===== config.mk =====
export PLATFORM = sky130hd
export DESIGN_NAME = jsr_sequencer
export DESIGN_NICKNAME = d
export VERILOG_FILES = /design/src/rtl/jsr_pkg.sv /design/src/rtl/jsr_decode.sv /design/src/rtl/jsr_addr_unit.sv /design/src/rtl/jsr_stack_ptr.sv /design/src/rtl/jsr_sequencer.sv
export SDC_FILE = /design/constraint.sdc
export NUM_CORES = 1
export LEC_CHECK = 0
export BUFFER_PORTS_ARGS = -buffer_cell sky130_fd_sc_hd__buf_2
export CAP_MARGIN = 20
export CELL_PAD_IN_SITES_DETAIL_PLACEMENT = 0
export CELL_PAD_IN_SITES_GLOBAL_PLACEMENT = 2
export CORE_UTILIZATION = 35
export CTS_CLUSTER_SIZE = 28
export DETAILED_ROUTE_END_ITERATION = 10
export GPL_ROUTABILITY_DRIVEN = 0
export PLACE_DENSITY = 0.75
export SYNTH_ARGS = -nofsm -noshare
export SYNTH_HDL_FRONTEND = slang
export SYNTH_SLANG_ARGS = --single-unit

===== constraint.sdc =====
create_clock -name clk -period 2.55 [get_ports clk]
set_clock_uncertainty 0.05 [all_clocks]
set_input_delay 0.255 -clock clk [delete_from_list [all_inputs] [get_ports clk]]
set_output_delay 0.255 -clock clk [all_outputs]
set_load 0.01 [all_outputs]

===== src/rtl/jsr_pkg.sv =====
package jsr_pkg;

    typedef enum logic [2:0] {
        MODE_DIR,
        MODE_EXT,
        MODE_IX2,
        MODE_IX1,
        MODE_IX0
    } call_mode_t;

    typedef enum logic [2:0] {
        ST_IDLE,
        ST_CALC,
        ST_PUSH_LO,
        ST_PUSH_HI,
        ST_WAIT,
        ST_LOAD
    } call_state_t;

    localparam logic [7:0] OPC_DIR = 8'hBD;
    localparam logic [7:0] OPC_EXT = 8'hCD;
    localparam logic [7:0] OPC_IX2 = 8'hDD;
    localparam logic [7:0] OPC_IX1 = 8'hED;
    localparam logic [7:0] OPC_IX0 = 8'hFD;

    localparam int LEN_W = 2;
    localparam int CYC_W = 3;

endpackage


===== src/rtl/jsr_decode.sv =====
module jsr_decode
    import jsr_pkg::*;
(
    input  logic [7:0]       opcode,
    output logic             valid,
    output call_mode_t       mode,
    output logic [LEN_W-1:0] len,
    output logic [CYC_W-1:0] cycles
);

    always_comb begin
        valid  = 1'b1;
        mode   = MODE_DIR;
        len    = LEN_W'(2);
        cycles = CYC_W'(5);
        unique case (opcode)
            OPC_DIR: begin mode = MODE_DIR; len = LEN_W'(2); cycles = CYC_W'(5); end
            OPC_EXT: begin mode = MODE_EXT; len = LEN_W'(3); cycles = CYC_W'(6); end
            OPC_IX2: begin mode = MODE_IX2; len = LEN_W'(3); cycles = CYC_W'(7); end
            OPC_IX1: begin mode = MODE_IX1; len = LEN_W'(2); cycles = CYC_W'(6); end
            OPC_IX0: begin mode = MODE_IX0; len = LEN_W'(1); cycles = CYC_W'(5); end
            default: valid = 1'b0;
        endcase
    end

endmodule


===== src/rtl/jsr_addr_unit.sv =====
module jsr_addr_unit
    import jsr_pkg::*;
#(
    parameter int DW = 8
) (
    input  call_mode_t        mode,
    input  logic [LEN_W-1:0]  len,
    input  logic [2*DW-1:0]   pc,
    input  logic [DW-1:0]     op1,
    input  logic [DW-1:0]     op2,
    input  logic [DW-1:0]     xr,
    output logic [2*DW-1:0]   target,
    output logic [2*DW-1:0]   ret_addr
);

    localparam int AW = 2 * DW;

    logic [AW-1:0] x_ext;
    logic [AW-1:0] op1_ext;
    logic [AW-1:0] pair;

    assign x_ext   = AW'(xr);
    assign op1_ext = AW'(op1);
    assign pair    = {op1, op2};

    assign ret_addr = pc + AW'(len);

    always_comb begin
        unique case (mode)
            MODE_DIR: target = op1_ext;
            MODE_EXT: target = pair;
            MODE_IX2: target = pair + x_ext;
            MODE_IX1: target = op1_ext + x_ext;
            MODE_IX0: target = x_ext;
            default:  target = '0;
        endcase
    end

endmodule


===== src/rtl/jsr_stack_ptr.sv =====
module jsr_stack_ptr #(
    parameter int            DW      = 8,
    parameter logic [DW-1:0] SP_INIT = '1
) (
    input  logic          clk,
    input  logic          rst_n,
    input  logic          dec,
    output logic [DW-1:0] sp
);

    always_ff @(posedge clk or negedge rst_n) begin
        if (!rst_n) begin
            sp <= SP_INIT;
        end else if (dec) begin
            sp <= sp - DW'(1);
        end
    end

endmodule


===== src/rtl/jsr_sequencer.sv =====
module jsr_sequencer
    import jsr_pkg::*;
#(
    parameter int            DW         = 8,
    parameter logic [DW-1:0] STACK_PAGE = 8'h01,
    parameter logic [DW-1:0] SP_INIT    = 8'hFF
) (
    input  logic              clk,
    input  logic              rst_n,
    input  logic              start,
    input  logic [DW-1:0]     opcode,
    input  logic [DW-1:0]     opnd1,
    input  logic [DW-1:0]     opnd2,
    input  logic [DW-1:0]     x_reg,
    input  logic [2*DW-1:0]   pc_i,
    output logic              busy,
    output logic              err,
    output logic              mem_we,
    output logic [2*DW-1:0]   mem_addr,
    output logic [DW-1:0]     mem_wdata,
    output logic              pc_we,
    output logic [2*DW-1:0]   pc_o,
    output logic              done,
    output logic [DW-1:0]     sp_o
);

    localparam int AW    = 2 * DW;
    localparam int STEP_W = CYC_W;

    call_state_t state_q, state_d;

    logic             dec_valid;
    call_mode_t       dec_mode;
    logic [LEN_W-1:0] dec_len;
    logic [CYC_W-1:0] dec_cycles;

    call_mode_t       mode_q;
    logic [LEN_W-1:0] len_q;
    logic [CYC_W-1:0] cyc_q;
    logic [STEP_W-1:0] step_q;
    logic [DW-1:0]    op1_q, op2_q, x_q;
    logic [AW-1:0]    pc_q;
    logic [AW-1:0]    ea_c, ret_c;
    logic [AW-1:0]    ea_q, ret_q;
    logic             err_q;
    logic             accept;
    logic             budget_spent;
    logic             sp_dec;
    logic [DW-1:0]    sp;

    jsr_decode u_decode (
        .opcode (opcode),
        .valid  (dec_valid),
        .mode   (dec_mode),
        .len    (dec_len),
        .cycles (dec_cycles)
    );

    jsr_addr_unit #(.DW(DW)) u_addr (
        .mode     (mode_q),
        .len      (len_q),
        .pc       (pc_q),
        .op1      (op1_q),
        .op2      (op2_q),
        .xr       (x_q),
        .target   (ea_c),
        .ret_addr (ret_c)
    );

    jsr_stack_ptr #(.DW(DW), .SP_INIT(SP_INIT)) u_sp (
        .clk   (clk),
        .rst_n (rst_n),
        .dec   (sp_dec),
        .sp    (sp)
    );

    assign accept       = (state_q == ST_IDLE) && start && dec_valid;
    // step_q is (cycle number - 2); leave for LOAD when the next cycle is the last
    assign budget_spent = (step_q == STEP_W'(cyc_q - CYC_W'(3)));

    // state register
    always_ff @(posedge clk or negedge rst_n) begin
        if (!rst_n) begin
            state_q <= ST_IDLE;
        end else begin
            state_q <= state_d;
        end
    end

    // next state
    always_comb begin
        state_d = state_q;
        unique case (state_q)
            ST_IDLE:    if (accept) state_d = ST_CALC;
            ST_CALC:    state_d = ST_PUSH_LO;
            ST_PUSH_LO: state_d = ST_PUSH_HI;
            ST_PUSH_HI: state_d = budget_spent ? ST_LOAD : ST_WAIT;
            ST_WAIT:    state_d = budget_spent ? ST_LOAD : ST_WAIT;
            ST_LOAD:    state_d = ST_IDLE;
            default:    state_d = ST_IDLE;
        endcase
    end

    // datapath registers
    always_ff @(posedge clk or negedge rst_n) begin
        if (!rst_n) begin
            mode_q <= MODE_DIR;
            len_q  <= '0;
            cyc_q  <= '0;
            step_q <= '0;
            op1_q  <= '0;
            op2_q  <= '0;
            x_q    <= '0;
            pc_q   <= '0;
            ea_q   <= '0;
            ret_q  <= '0;
            err_q  <= 1'b0;
        end else begin
            err_q <= (state_q == ST_IDLE) && start && !dec_valid;
            if (accept) begin
                mode_q <= dec_mode;
                len_q  <= dec_len;
                cyc_q  <= dec_cycles;
                step_q <= '0;
                op1_q  <= opnd1;
                op2_q  <= opnd2;
                x_q    <= x_reg;
                pc_q   <= pc_i;
            end else if (state_q != ST_IDLE) begin
                step_q <= step_q + STEP_W'(1);
            end
            if (state_q == ST_CALC) begin
                ea_q  <= ea_c;
                ret_q <= ret_c;
            end
        end
    end

    // outputs
    always_comb begin
        busy      = (state_q != ST_IDLE);
        mem_we    = 1'b0;
        mem_wdata = ret_q[DW-1:0];
        done      = 1'b0;
        pc_we     = 1'b0;
        unique case (state_q)
            ST_PUSH_LO: begin
                mem_we    = 1'b1;
                mem_wdata = ret_q[DW-1:0];
            end
            ST_PUSH_HI: begin
                mem_we    = 1'b1;
                mem_wdata = ret_q[AW-1:DW];
            end
            ST_LOAD: begin
                done  = 1'b1;
                pc_we = 1'b1;
            end
            default: ;
        endcase
    end

    assign sp_dec   = mem_we;
    assign mem_addr = {STACK_PAGE, sp};
    assign pc_o     = ea_q;
    assign sp_o     = sp;
    assign err      = err_q;

endmodule


==> flow_metrics.py <==
metrics = {
    "run_status": {
        "outcome": "finished, final reports clean",
    },
    "min_path": {
        "holdCritPathClass": "input port to flip-flop",
    },
    "clock_network": {
        "insertion_delay_ps": 350,
        "cts_buffers": 9,
        "tritoncts": "yes",
        "clock_path_buffers": 2,
        "clk_pin_slew_ps": 70,
        "clkSinkCount": 95,
        "cts_setup_buffers": 0,
        "cts_root_buf": "clkbuf_16",
        "cts-htree-levels": 3,
    },
    "synth": {
        "synthDistinctLibCells": 66,
        "synthArstFlopShare_pct": 100.0,
        "avgSynthCellArea_um2": 10.47,
        "synth_edf_count": 0,
        "yosys.area_share.simple_pct": 12.27,
        "synth_compound_area_share_pct": 13.45,
        "syn_area_mm2": 0.005444,
        "synth_common_cells": "dfrtp_1 (87), nand2_1 (55), mux2_2 (48)",
        "yosysSeqAreaShare_pct": 43.85,
        "synth_top_flop_cell": "dfrtp_1",
        "synthMuxAreaShare_pct": 12.18,
        "synth_xor_area_share_pct": 6.757,
        "synth-seq-cells": 95,
        "synth_top_family_by_area": "compound AO/OA/AOI/OAI gates",
        "synth_most_common_cell": "dfrtp_1",
        "synth_top_cell_by_area": "dfrtp_1",
        "yosysWarnings": 0,
        "synthAdderAreaFrac_pct": 5.930,
        "synthCells": 520,
        "synth_top_area_share_pct": 39.99,
        "synth_area_leaders": "dfrtp_1 (40%), mux2_2 (9.9%), ha_1 (4.8%)",
    },
    "sta": {
        "finalSetupTns_ps": 0,
        "tightest_slew_ps": 720.1,
        "holdWs_ps": 82.30,
        "period_share_pct": 93.01,
        "fmax_mhz": 421.6,
        "rsz0062_at_grt": "no",
        "slew_headroom_pct": 51.99,
        "setup_viol": 0,
        "hold_violations": 0,
        "min_period_ps": 2372,
        "final-max-slew-violation-count": 0,
    },
    "finish": {
        "diodes": 0,
        "fin_nets": 689,
        "drive_gt1_share_pct": 31.99,
        "syn2layout_area_growth_pct": 17.49,
        "nFillCells": 1525,
    },
    "route": {
        "drt_wl_total_mm": 13.32,
        "ant_nets": 0,
        "drt_pass1_iterations": 4,
        "wl_per_cell_um": 16.50,
        "drcViolationCount": 0,
        "drt-initial-drc-count": 187,
        "vias": 4068,
        "viasPerCell": 5.041,
    },
    "setup_path": {
        "worstPathCellList": "ha_1 -> fa_1 -> a211oi_1 -> nor2_1 -> o221ai_2 -> nor3_1 -> xnor2_1 -> o21ai_0",
        "critical_path_arrival_ps": 2550,
        "end_kind": "flip-flop",
        "start_kind": "flip-flop",
        "cp.required_ps": 2730,
        "crit_slowest_cell": "fa_1",
        "path_class": "flip-flop to flip-flop",
        "slowest_delay_ps": 440,
        "path_max_fanout": 4,
    },
    "grt": {
        "antenna_found_initial": 0,
        "grt_pass1_vias": 4061,
        "grt_pass1_wl_mm": 21.63,
        "grt_use_total_pct": 17.55,
        "grt_max_degree": 51,
        "overflow": 0,
    },
    "pwr": {
        "irDropWorstVdd_uv": 509.7,
        "leakagePower_nw": 3.111,
        "power_per_cell_area_mw_per_mm2": 861.0,
    },
    "floorplanning": {
        "core_area_mm2": 0.01520,
        "die_h_um": 126.7,
        "row_count": 45,
        "start_util_pct": 35.81,
        "die_w_um": 126.7,
        "die-area_mm2": 0.01606,
        "pin_count": 104,
    },
    "placed_design": {
        "io_buffers": 95,
        "dp_hpwl_mm": 9.926,
    },
    "job": {
        "max-cap-violations": 0,
    },
}
==> routing by layer <==
layer  share of wire (%)  up-vias  GRT usage (%)
li1                    -     2009              -
met4                 1.2        0          5.252
met5                   0        -              0
met3                 2.8       10          3.501
met1                  47     1966          22.54
met2                  49       83          29.93
==> what timing repair did <==
action	in CTS	in global routing
hold buffers	1	0
gates resized for setup	1	0
endpoints found under the setup margin	1	0
endpoints found under the hold margin	40	0
==> sequential cells by signal, indices dropped and copies added (netlist names) <==
name,count
op1_q,8
x_q,8
pc_o,16
ret_q,16
err,1
op2_q,8
cyc_q,3
u_sp.sp,8
pc_q,16
step_q,3
mode_q,3
state_q,3
len_q,2
==> cell type report <==
type	count	area [um^2]	area share (%)
clock buffer	11	252.7	3.951
multi-input combinational	380	2786	43.56
timing repair buffer	112	633.1	9.898
sequential	95	2387	37.32
tap	188	235.2	3.678
inverter	16	60.06	0.9390
clock inverter	5	41.29	0.6455
==> cells in the final DEF (no fill, tap or decap), drive strengths merged, types with 16 or more instances in the layout <==
cell / n
dfrtp: 87
mux2: 48
buf: 111
ha: 21
inv: 16
xnor2: 24
o21ai: 33
nand2: 55
xor2: 18
a21oi: 20
nor2: 32
==> where the power goes <==
group / switching, W / internal, W / leakage, nW
Combinational: 0.000990 / 0.000853 / 1.72
Clock: 0.000615 / 0.000724 / 0.144
Sequential: 0.000396 / 0.00193 / 1.24
==> stage by stage <==
step | cells | area [um^2] | utilization (%) | power [W] | setup slack, ps
final | 807 | 6396 | 42.07 | 0.005507 | 178.1
after global routing | 807 | 6396 | 42.07 | 0.005913 | 15.63
after global placement | 790 | 6090 | 40.06 | 0.004190 | 265.8
after CTS | 807 | 6396 | 42.07 | 0.005596 | 129.9
after floorplan | 526 | 5466 | - | 0.003596 | 464.5
after detailed placement | 790 | 6090 | 40.06 | 0.004219 | 202.7
==> cell families after synthesis <==
group / count (synthesis)
muxes: 59
AOI/OAI and AO/OA: 110
xor gates and xnor gates: 42
and+or+nand+nor: 137
buffers and inverters: 51
DFF: 95
other: 2
adders and majority gates: 24
==> worst max-delay path: cells and delay by family, from the launching register on <==
kind                       cells  cell delay, ps
DFF                            1             410
and+or+nand+nor                2             250
xor gates and xnor gates       1             150
adders and majority gates      2             690
AOI/OAI and AO/OA              3             700
==> worst paths after layout <==
| kind | startpoint | to | slack [ps] | cells past startpoint |
|---|---|---|---|---|
| setup / recovery | x_q[0] | pc_o[14] | 180 | 8 |
| hold / removal | pc_i[14] | pc_q[14] | 80 | 2 |
| setup reg to reg | x_q[0] | pc_o[14] | 180 | 8 |
| hold reg to reg | ret_q[9] | ret_q[9] | 430 | 2 |
| max in group asynchronous | rst_n | ret_q[9] | 1380 | 3 |
| min in group asynchronous | rst_n | pc_q[0] | 450 | 2 |
Power figures use the tool's default switching activity.
